--- src/rtl/mrm_pkg.sv ---
package mrm_pkg;
    typedef enum logic [2:0] {
        ST_IDLE,
        ST_HIGH,
        ST_LOW,
        ST_ALE,
        ST_LATCH,
        ST_STROBE
    } mrm_state_e;
endpackage

--- src/rtl/mrm_sync.sv ---
module mrm_sync #(
    parameter int STAGES = 2
) (
    input  logic clk,
    input  logic rst_n,
    input  logic d,
    output logic q
);
    logic [STAGES-1:0] chain;

    always_ff @(posedge clk or negedge rst_n) begin
        if (!rst_n) chain <= '0;
        else        chain <= {chain[STAGES-2:0], d};
    end

    assign q = chain[STAGES-1];
endmodule

--- src/rtl/mrm_half.sv ---
module mrm_half (
    input  logic clk,
    input  logic rst_n,
    input  logic cs_pos_n,
    input  logic oe_pos,
    output logic cs_n,
    output logic oe
);
    logic cs_neg_n;
    logic oe_neg;

    // Falling-edge copies: assertion follows the rising-edge value at once,
    // release waits for the next falling edge.
    always_ff @(negedge clk or negedge rst_n) begin
        if (!rst_n) begin
            cs_neg_n <= 1'b1;
            oe_neg   <= 1'b1;
        end else begin
            cs_neg_n <= cs_pos_n;
            oe_neg   <= oe_pos;
        end
    end

    assign cs_n = cs_pos_n & cs_neg_n;
    assign oe   = oe_pos & oe_neg;
endmodule

--- src/rtl/mrm_fsm.sv ---
module mrm_fsm
    import mrm_pkg::*;
#(
    parameter int ADDR_W    = 16,
    parameter int DATA_W    = 8,
    parameter int ALE_LEN   = 2,
    parameter int LATCH_LEN = 3,
    parameter int SETUP_LEN = 5
) (
    input  logic              clk,
    input  logic              rst_n,
    input  logic              req_valid,
    input  logic              req_ext,
    input  logic [ADDR_W-1:0] req_addr,
    input  logic              rdy,
    input  logic [DATA_W-1:0] bus_in,
    output logic              req_ready,
    output logic              ale,
    output logic              cs_req_n,
    output logic              rd_n,
    output logic              oe_req,
    output logic [DATA_W-1:0] ad_out,
    output logic [ADDR_W-DATA_W-1:0] hi_addr,
    output logic [DATA_W-1:0] rsp_data,
    output logic              rsp_done
);
    localparam int MAXLEN = (ALE_LEN > LATCH_LEN) ?
                            ((ALE_LEN > SETUP_LEN) ? ALE_LEN : SETUP_LEN) :
                            ((LATCH_LEN > SETUP_LEN) ? LATCH_LEN : SETUP_LEN);
    localparam int CW = $clog2(MAXLEN + 1);

    mrm_state_e        state, nxt;
    logic [CW-1:0]     cnt, cnt_nxt;
    logic [ADDR_W-1:0] addr_q, addr_use;
    logic              acc;

    function automatic logic phase_done(input logic [CW-1:0] c, input logic r, input int len);
        if (len <= 1)  return 1'b1;
        if (c == '0)   return r;
        return (int'(c) == len - 1);
    endfunction

    assign req_ready = (state == ST_IDLE);
    assign addr_use  = acc ? req_addr : addr_q;

    always_comb begin
        nxt     = state;
        cnt_nxt = cnt;
        acc     = 1'b0;
        unique case (state)
            ST_IDLE: begin
                cnt_nxt = '0;
                if (req_valid) begin
                    acc = 1'b1;
                    nxt = req_ext ? ST_HIGH : ST_LOW;
                end
            end
            ST_HIGH:  nxt = ST_LOW;
            ST_LOW: begin
                nxt     = ST_ALE;
                cnt_nxt = '0;
            end
            ST_ALE: begin
                if (phase_done(cnt, rdy, ALE_LEN)) begin
                    nxt = ST_LATCH; cnt_nxt = '0;
                end else cnt_nxt = cnt + 1'b1;
            end
            ST_LATCH: begin
                if (phase_done(cnt, rdy, LATCH_LEN)) begin
                    nxt = ST_STROBE; cnt_nxt = '0;
                end else cnt_nxt = cnt + 1'b1;
            end
            ST_STROBE: begin
                if (phase_done(cnt, rdy, SETUP_LEN)) begin
                    nxt = ST_IDLE; cnt_nxt = '0;
                end else cnt_nxt = cnt + 1'b1;
            end
            default: nxt = ST_IDLE;
        endcase
    end

    always_ff @(posedge clk or negedge rst_n) begin
        if (!rst_n) begin
            state  <= ST_IDLE;
            cnt    <= '0;
            addr_q <= '0;
        end else begin
            state <= nxt;
            cnt   <= cnt_nxt;
            if (acc) addr_q <= req_addr;
        end
    end

    always_ff @(posedge clk or negedge rst_n) begin
        if (!rst_n) begin
            ale      <= 1'b0;
            cs_req_n <= 1'b1;
            rd_n     <= 1'b1;
            oe_req   <= 1'b1;
            ad_out   <= '0;
            hi_addr  <= '0;
            rsp_data <= '0;
            rsp_done <= 1'b0;
        end else begin
            ale      <= (nxt == ST_ALE);
            cs_req_n <= !((nxt == ST_LATCH) || (nxt == ST_STROBE) ||
                          ((nxt == ST_ALE) && (cnt_nxt != '0)));
            rd_n     <= (nxt != ST_STROBE);
            oe_req   <= (nxt != ST_STROBE);
            ad_out   <= ((nxt == ST_LOW) || (nxt == ST_ALE) || (nxt == ST_LATCH)) ?
                        addr_use[DATA_W-1:0] : '0;
            if (nxt == ST_HIGH) hi_addr <= addr_use[ADDR_W-1:DATA_W];
            rsp_done <= (state == ST_STROBE) && (nxt == ST_IDLE);
            if ((state == ST_STROBE) && (nxt == ST_IDLE)) rsp_data <= bus_in;
        end
    end

    assert_cs_after_ale_R6: assert property (@(posedge clk) disable iff (!rst_n)
        $rose(ale) |=> !cs_req_n);
    assert_ale_width_R5: assert property (@(posedge clk) disable iff (!rst_n)
        (ale && $past(ale)) |=> !ale);
    assert_rd_inside_cs_R8: assert property (@(posedge clk) disable iff (!rst_n)
        !rd_n |-> (!cs_req_n && !oe_req && !ale));
    assert_done_pulse_R10: assert property (@(posedge clk) disable iff (!rst_n)
        rsp_done |=> !rsp_done);
    assert_no_ale_when_idle_R2: assert property (@(posedge clk) disable iff (!rst_n)
        req_ready |-> (!ale && rd_n));
endmodule

--- src/rtl/mux_rd_master.sv ---
module mux_rd_master #(
    parameter int ADDR_W    = 16,
    parameter int DATA_W    = 8,
    parameter int SYNC_LEN  = 2,
    parameter int ALE_LEN   = 2,
    parameter int LATCH_LEN = 3,
    parameter int SETUP_LEN = 5
) (
    input  logic              clk,
    input  logic              rst_n,
    input  logic              req_valid,
    input  logic              req_ext,
    input  logic [ADDR_W-1:0] req_addr,
    output logic              req_ready,
    output logic [DATA_W-1:0] rsp_data,
    output logic              rsp_done,
    output logic [ADDR_W-DATA_W-1:0] bus_hi_addr,
    output logic [DATA_W-1:0] bus_ad_out,
    output logic              bus_ad_oe,
    input  logic [DATA_W-1:0] bus_ad_in,
    output logic              bus_ale,
    output logic              bus_cs_n,
    output logic              bus_rd_n,
    input  logic              bus_iordy
);
    logic rdy_s;
    logic cs_pos_n;
    logic oe_pos;

    mrm_sync #(.STAGES(SYNC_LEN)) u_sync (
        .clk  (clk),
        .rst_n(rst_n),
        .d    (bus_iordy),
        .q    (rdy_s)
    );

    mrm_fsm #(
        .ADDR_W   (ADDR_W),
        .DATA_W   (DATA_W),
        .ALE_LEN  (ALE_LEN),
        .LATCH_LEN(LATCH_LEN),
        .SETUP_LEN(SETUP_LEN)
    ) u_fsm (
        .clk      (clk),
        .rst_n    (rst_n),
        .req_valid(req_valid),
        .req_ext  (req_ext),
        .req_addr (req_addr),
        .rdy      (rdy_s),
        .bus_in   (bus_ad_in),
        .req_ready(req_ready),
        .ale      (bus_ale),
        .cs_req_n (cs_pos_n),
        .rd_n     (bus_rd_n),
        .oe_req   (oe_pos),
        .ad_out   (bus_ad_out),
        .hi_addr  (bus_hi_addr),
        .rsp_data (rsp_data),
        .rsp_done (rsp_done)
    );

    mrm_half u_half (
        .clk     (clk),
        .rst_n   (rst_n),
        .cs_pos_n(cs_pos_n),
        .oe_pos  (oe_pos),
        .cs_n    (bus_cs_n),
        .oe      (bus_ad_oe)
    );

    // Read strobe release: chip select and drive still off until the falling edge
    assert_cs_holds_at_rd_release_R9: assert property (@(negedge clk) disable iff (!rst_n)
        $rose(bus_rd_n) |-> (!bus_cs_n && !bus_ad_oe));
    assert_cs_released_after_R9: assert property (@(negedge clk) disable iff (!rst_n)
        $rose(bus_rd_n) |=> (bus_cs_n && bus_ad_oe));
endmodule

--- config.mk ---
export PLATFORM = sky130hd
export DESIGN_NAME = mux_rd_master
export DESIGN_NICKNAME = d
export VERILOG_FILES = /design/src/rtl/mrm_pkg.sv /design/src/rtl/mrm_sync.sv /design/src/rtl/mrm_half.sv /design/src/rtl/mrm_fsm.sv /design/src/rtl/mux_rd_master.sv
export SDC_FILE = /design/constraint.sdc
export NUM_CORES = 1
export LEC_CHECK = 0
export BUFFER_PORTS_ARGS = -buffer_cell sky130_fd_sc_hd__buf_2
export CAP_MARGIN = 15
export CORE_UTILIZATION = 54
export CTS_CLUSTER_DIAMETER = 120
export CTS_CLUSTER_SIZE = 14
export DETAILED_ROUTE_END_ITERATION = 7
export PLACE_DENSITY = 0.83
export SLEW_MARGIN = 15
export SYNTH_ARGS = -nofsm -noshare
export SYNTH_HDL_FRONTEND = slang
export SYNTH_SLANG_ARGS = --single-unit
--- constraint.sdc ---
create_clock -name clk -period 4.59 [get_ports clk]
set_input_delay 0.918 -clock clk [delete_from_list [all_inputs] [get_ports clk]]
set_output_delay 0.918 -clock clk [all_outputs]
set_load 0.02 [all_outputs]
==> parameters.txt <==
Parameter                              Value

Clock network
  Clock slew at the register clock pins of the worst setup and hold paths    0.07 ns
  Clock root cell    clkbuf_8
  TritonCTS clock tree    built
  Clk buf depth    2
  Maximum level of the CTS H-tree    2
  Clock buffer count from CTS    5
  # resized after CTS    0
  Number of sinks driven by the clock tree    46
  Post-CTS setup buffers    0
  Number of hold-repair buffers added at the cts stage    0
  Worst skew pair latency    0.36 ns

Floorplanning
  Horizontal die dimension    63.1 um
  Effective utilization at floorplan    58.5%
  Floorplan row count    21
  Area of the die    0.00398 mm2
  Boundary Pins    59
  Overall die height    63.1 um
  Area of the core    0.00344 mm2

Setup path
  Stage delay of the slowest cell on the critical path    0.50 ns
  Cells along the critical path    and2_1 -> buf_2
  WP data required    3.67 ns
  Max stage delay cell, worst path    dfstp_2
  Kind of cell adding the most delay to the critical path    flip-flops
  Setup crit start kind    register
  Max FO, Critical Path    1
  Arr. time, crit path    3.41 ns
  Kind of capture point of the worst setup path    primary output
  Buffers plus inverters on the worst setup path    1
  Worst Path Class, Setup    register to primary output
  Setup slack on the worst flop-to-flop path    1.75 ns

Power
  Maximum resistive drop on vdd    0.273 mV
  PD cells    697 mW/mm2
  Static power due to leakage    0.00123 uW

Drt
  Routed Antenna Nets    0
  DRC violation total after the first TritonRoute iteration    70
  Routed via count divided by cell count    5.25
  Detailed-route via count    1,303
  DRT Pass-1 Iters    4
  DRC Markers    0
  Wire length after detailed routing    3820 um
  Mean routed wirelength per cell    15.4 um

Layout
  Seq. cell area    0.00116 mm2
  Share of layout cells above drive strength 1    51.5%
  Area Overhead vs Synth    19.6%
  Footprint of the multi-input gates    788 um2
  Ant diodes    0
  Number of inserted filler cells in the final layout    222
  NumNets Final    235
  Total non-filler cell area in the finished layout    0.00241 mm2
  Fraction of the core area covered by cells at the end of the flow    69.9%
  Cell Count, Final, Fillers Out    248

GRT
  Overflow left after global routing    0
  Largest net degree at the start of global routing    39
  Antenna violations before repair    0
  Number of global-route vias before repair    1,272
  Met2 usage    37.2%
  Met3 track utilization from global routing    5.98%
  Busiest metal layer after global routing    met2
  Aggregate global-route resource usage    21.3%
  Global routing met1 resource utilization    24.3%
  Wire length of the first global-routing pass    6240 um

Synthesis
  Synthesized netlist cell count    139
  Number of synthesized flops with an enable pin    0
  Synth async-reset ratio    100%
  Average cell area after synthesis    14.5 um2
  Warnings from Yosys    0
  Sequential-to-total area share from yosys stat    57.4%
  Net count of the mapped netlist    172
  Number of distinct library cells after synthesis    38
  Most used flip-flop cell after synthesis    dfrtp_1
  Seq cells post-synth    46
  Post-Synthesis Cell Area    0.00201 mm2

STA
  Final hold slack    0.360 ns
  Setup TNS    0 ns
  Slew at the pin with the worst max-slew slack    0.569 ns
  RSZ-0062 raised after global routing    false
  Number of endpoints failing setup at the final stage    0
  Worst clock skew    0.0707 ns
  Normalized max-slew margin    62.0%
  Max Slew Vio Count    0
  Hold violation total from the final report    0

Place
  Cell count after placement    240
  IO buf count    58
  Placement Cell Area    0.00233 mm2
  Routability cong.    0.801
  DP Wirelength    2800 um

Outcome
  Status    complete, no violations

Worst hold path
  Worst min path class    register to register

Job
  Maxcap violations    0
## power by group
part / internal, uW / leakage, uW / total [uW] / switching (uW)
Sequential: 586 / 0.000559 / 681 / 95.5
Clock: 104 / 0.0000548 / 232 / 128
Combinational: 353 / 0.000615 / 764 / 410
Total: 1040 / 0.00123 / 1680 / 634
## cell usage after synthesis, drive strengths merged, types with 2 or more instances
master  count  area share (%)
dfrtp      42              52
mux2       25              17
nor2b       8             2.5
inv         7             1.3
nand2       6             1.9
and2        5             1.6
buf         4             2.1
dfstp       4             5.2
ha          4             2.5
nand2b      4             1.2
nor2        3            0.56
nor3        3            0.99
o21ai       3            0.75
a31o        2            0.87
mux2i       2            0.99
## placed cells by master (no fill, tap or decap), types with 2 or more instances in the layout
cell type,synthesis,routed
a31o_2,2,2
and2_1,5,5
buf_2,1,58
clkbuf_8,0,5
dfrtp_1,42,42
dfstp_2,4,4
ha_1,4,4
inv_1,6,7
inv_2,1,2
mux2_2,7,7
mux2_4,18,18
mux2i_1,2,2
nand2_1,5,5
nand2b_1,4,4
nor2_1,3,3
nor2b_1,8,8
nor3_1,2,2
o21ai_0,3,3
## worst paths after layout
kind                                 start               to  depth (start not counted)
max in group asynchronous            rst_n    u_half.oe_neg                          1
max reg2reg                     u_fsm.rd_n    u_half.oe_neg                          0
max                        u_half.cs_neg_n         bus_cs_n                          2
min                        u_sync.chain[0]  u_sync.chain[1]                          0
min in group asynchronous            rst_n   u_fsm.state[2]                          1
min reg2reg                u_sync.chain[0]  u_sync.chain[1]                          0
## kinds of logic (layout without fill, tap and decap cells)
kind of cell,Yosys count,after routing,synth area share (%)
buf+inv,11,74,3.42
flops,46,46,57.4
simple gates,34,34,10.9
mux,27,27,18.3
fa+ha+maj,4,4,2.49
compound gates,17,17,7.40
## final cells by class
class,count,share of cell area [%]
clock inverters,4,0.676
inverters,6,0.936
well taps,46,2.39
repair buffers,59,12.4
flip-flops and latches,46,48.0
multi-input cells,82,32.7
clock buffers,5,2.86
## metrics by stage
| stage | worst slack (ns) | power (uW) |
|---|---|---|
| 5_1_grt | 0.202 | 1780 |
| 6_report | 0.259 | 1680 |
| 4_1_cts | 0.252 | 1690 |
| 3_3_place_gp | 0.638 | 1410 |
| 3_5_place_dp | 0.631 | 1450 |
| 2_1_floorplan | 0.672 | 1230 |
## per-layer routing
layer	part of all wire (%)	vias up
li1	-	603
met1	40	648
met4	1.8	0
met5	0	-
met2	53	47
met3	5.7	5
## state kept, by name, summed over array words and instances, names as in the netlist, 2 cells and up
| signal | count |
|---|---|
| u_sync.chain | 2 |
| u_fsm.addr_q | 8 |
| u_fsm.cnt | 3 |
| u_fsm.hi_addr | 8 |
| u_fsm.rsp_data | 8 |
| u_fsm.state | 3 |
| u_fsm.ad_out | 8 |
(Power assumes the default switching activity.)
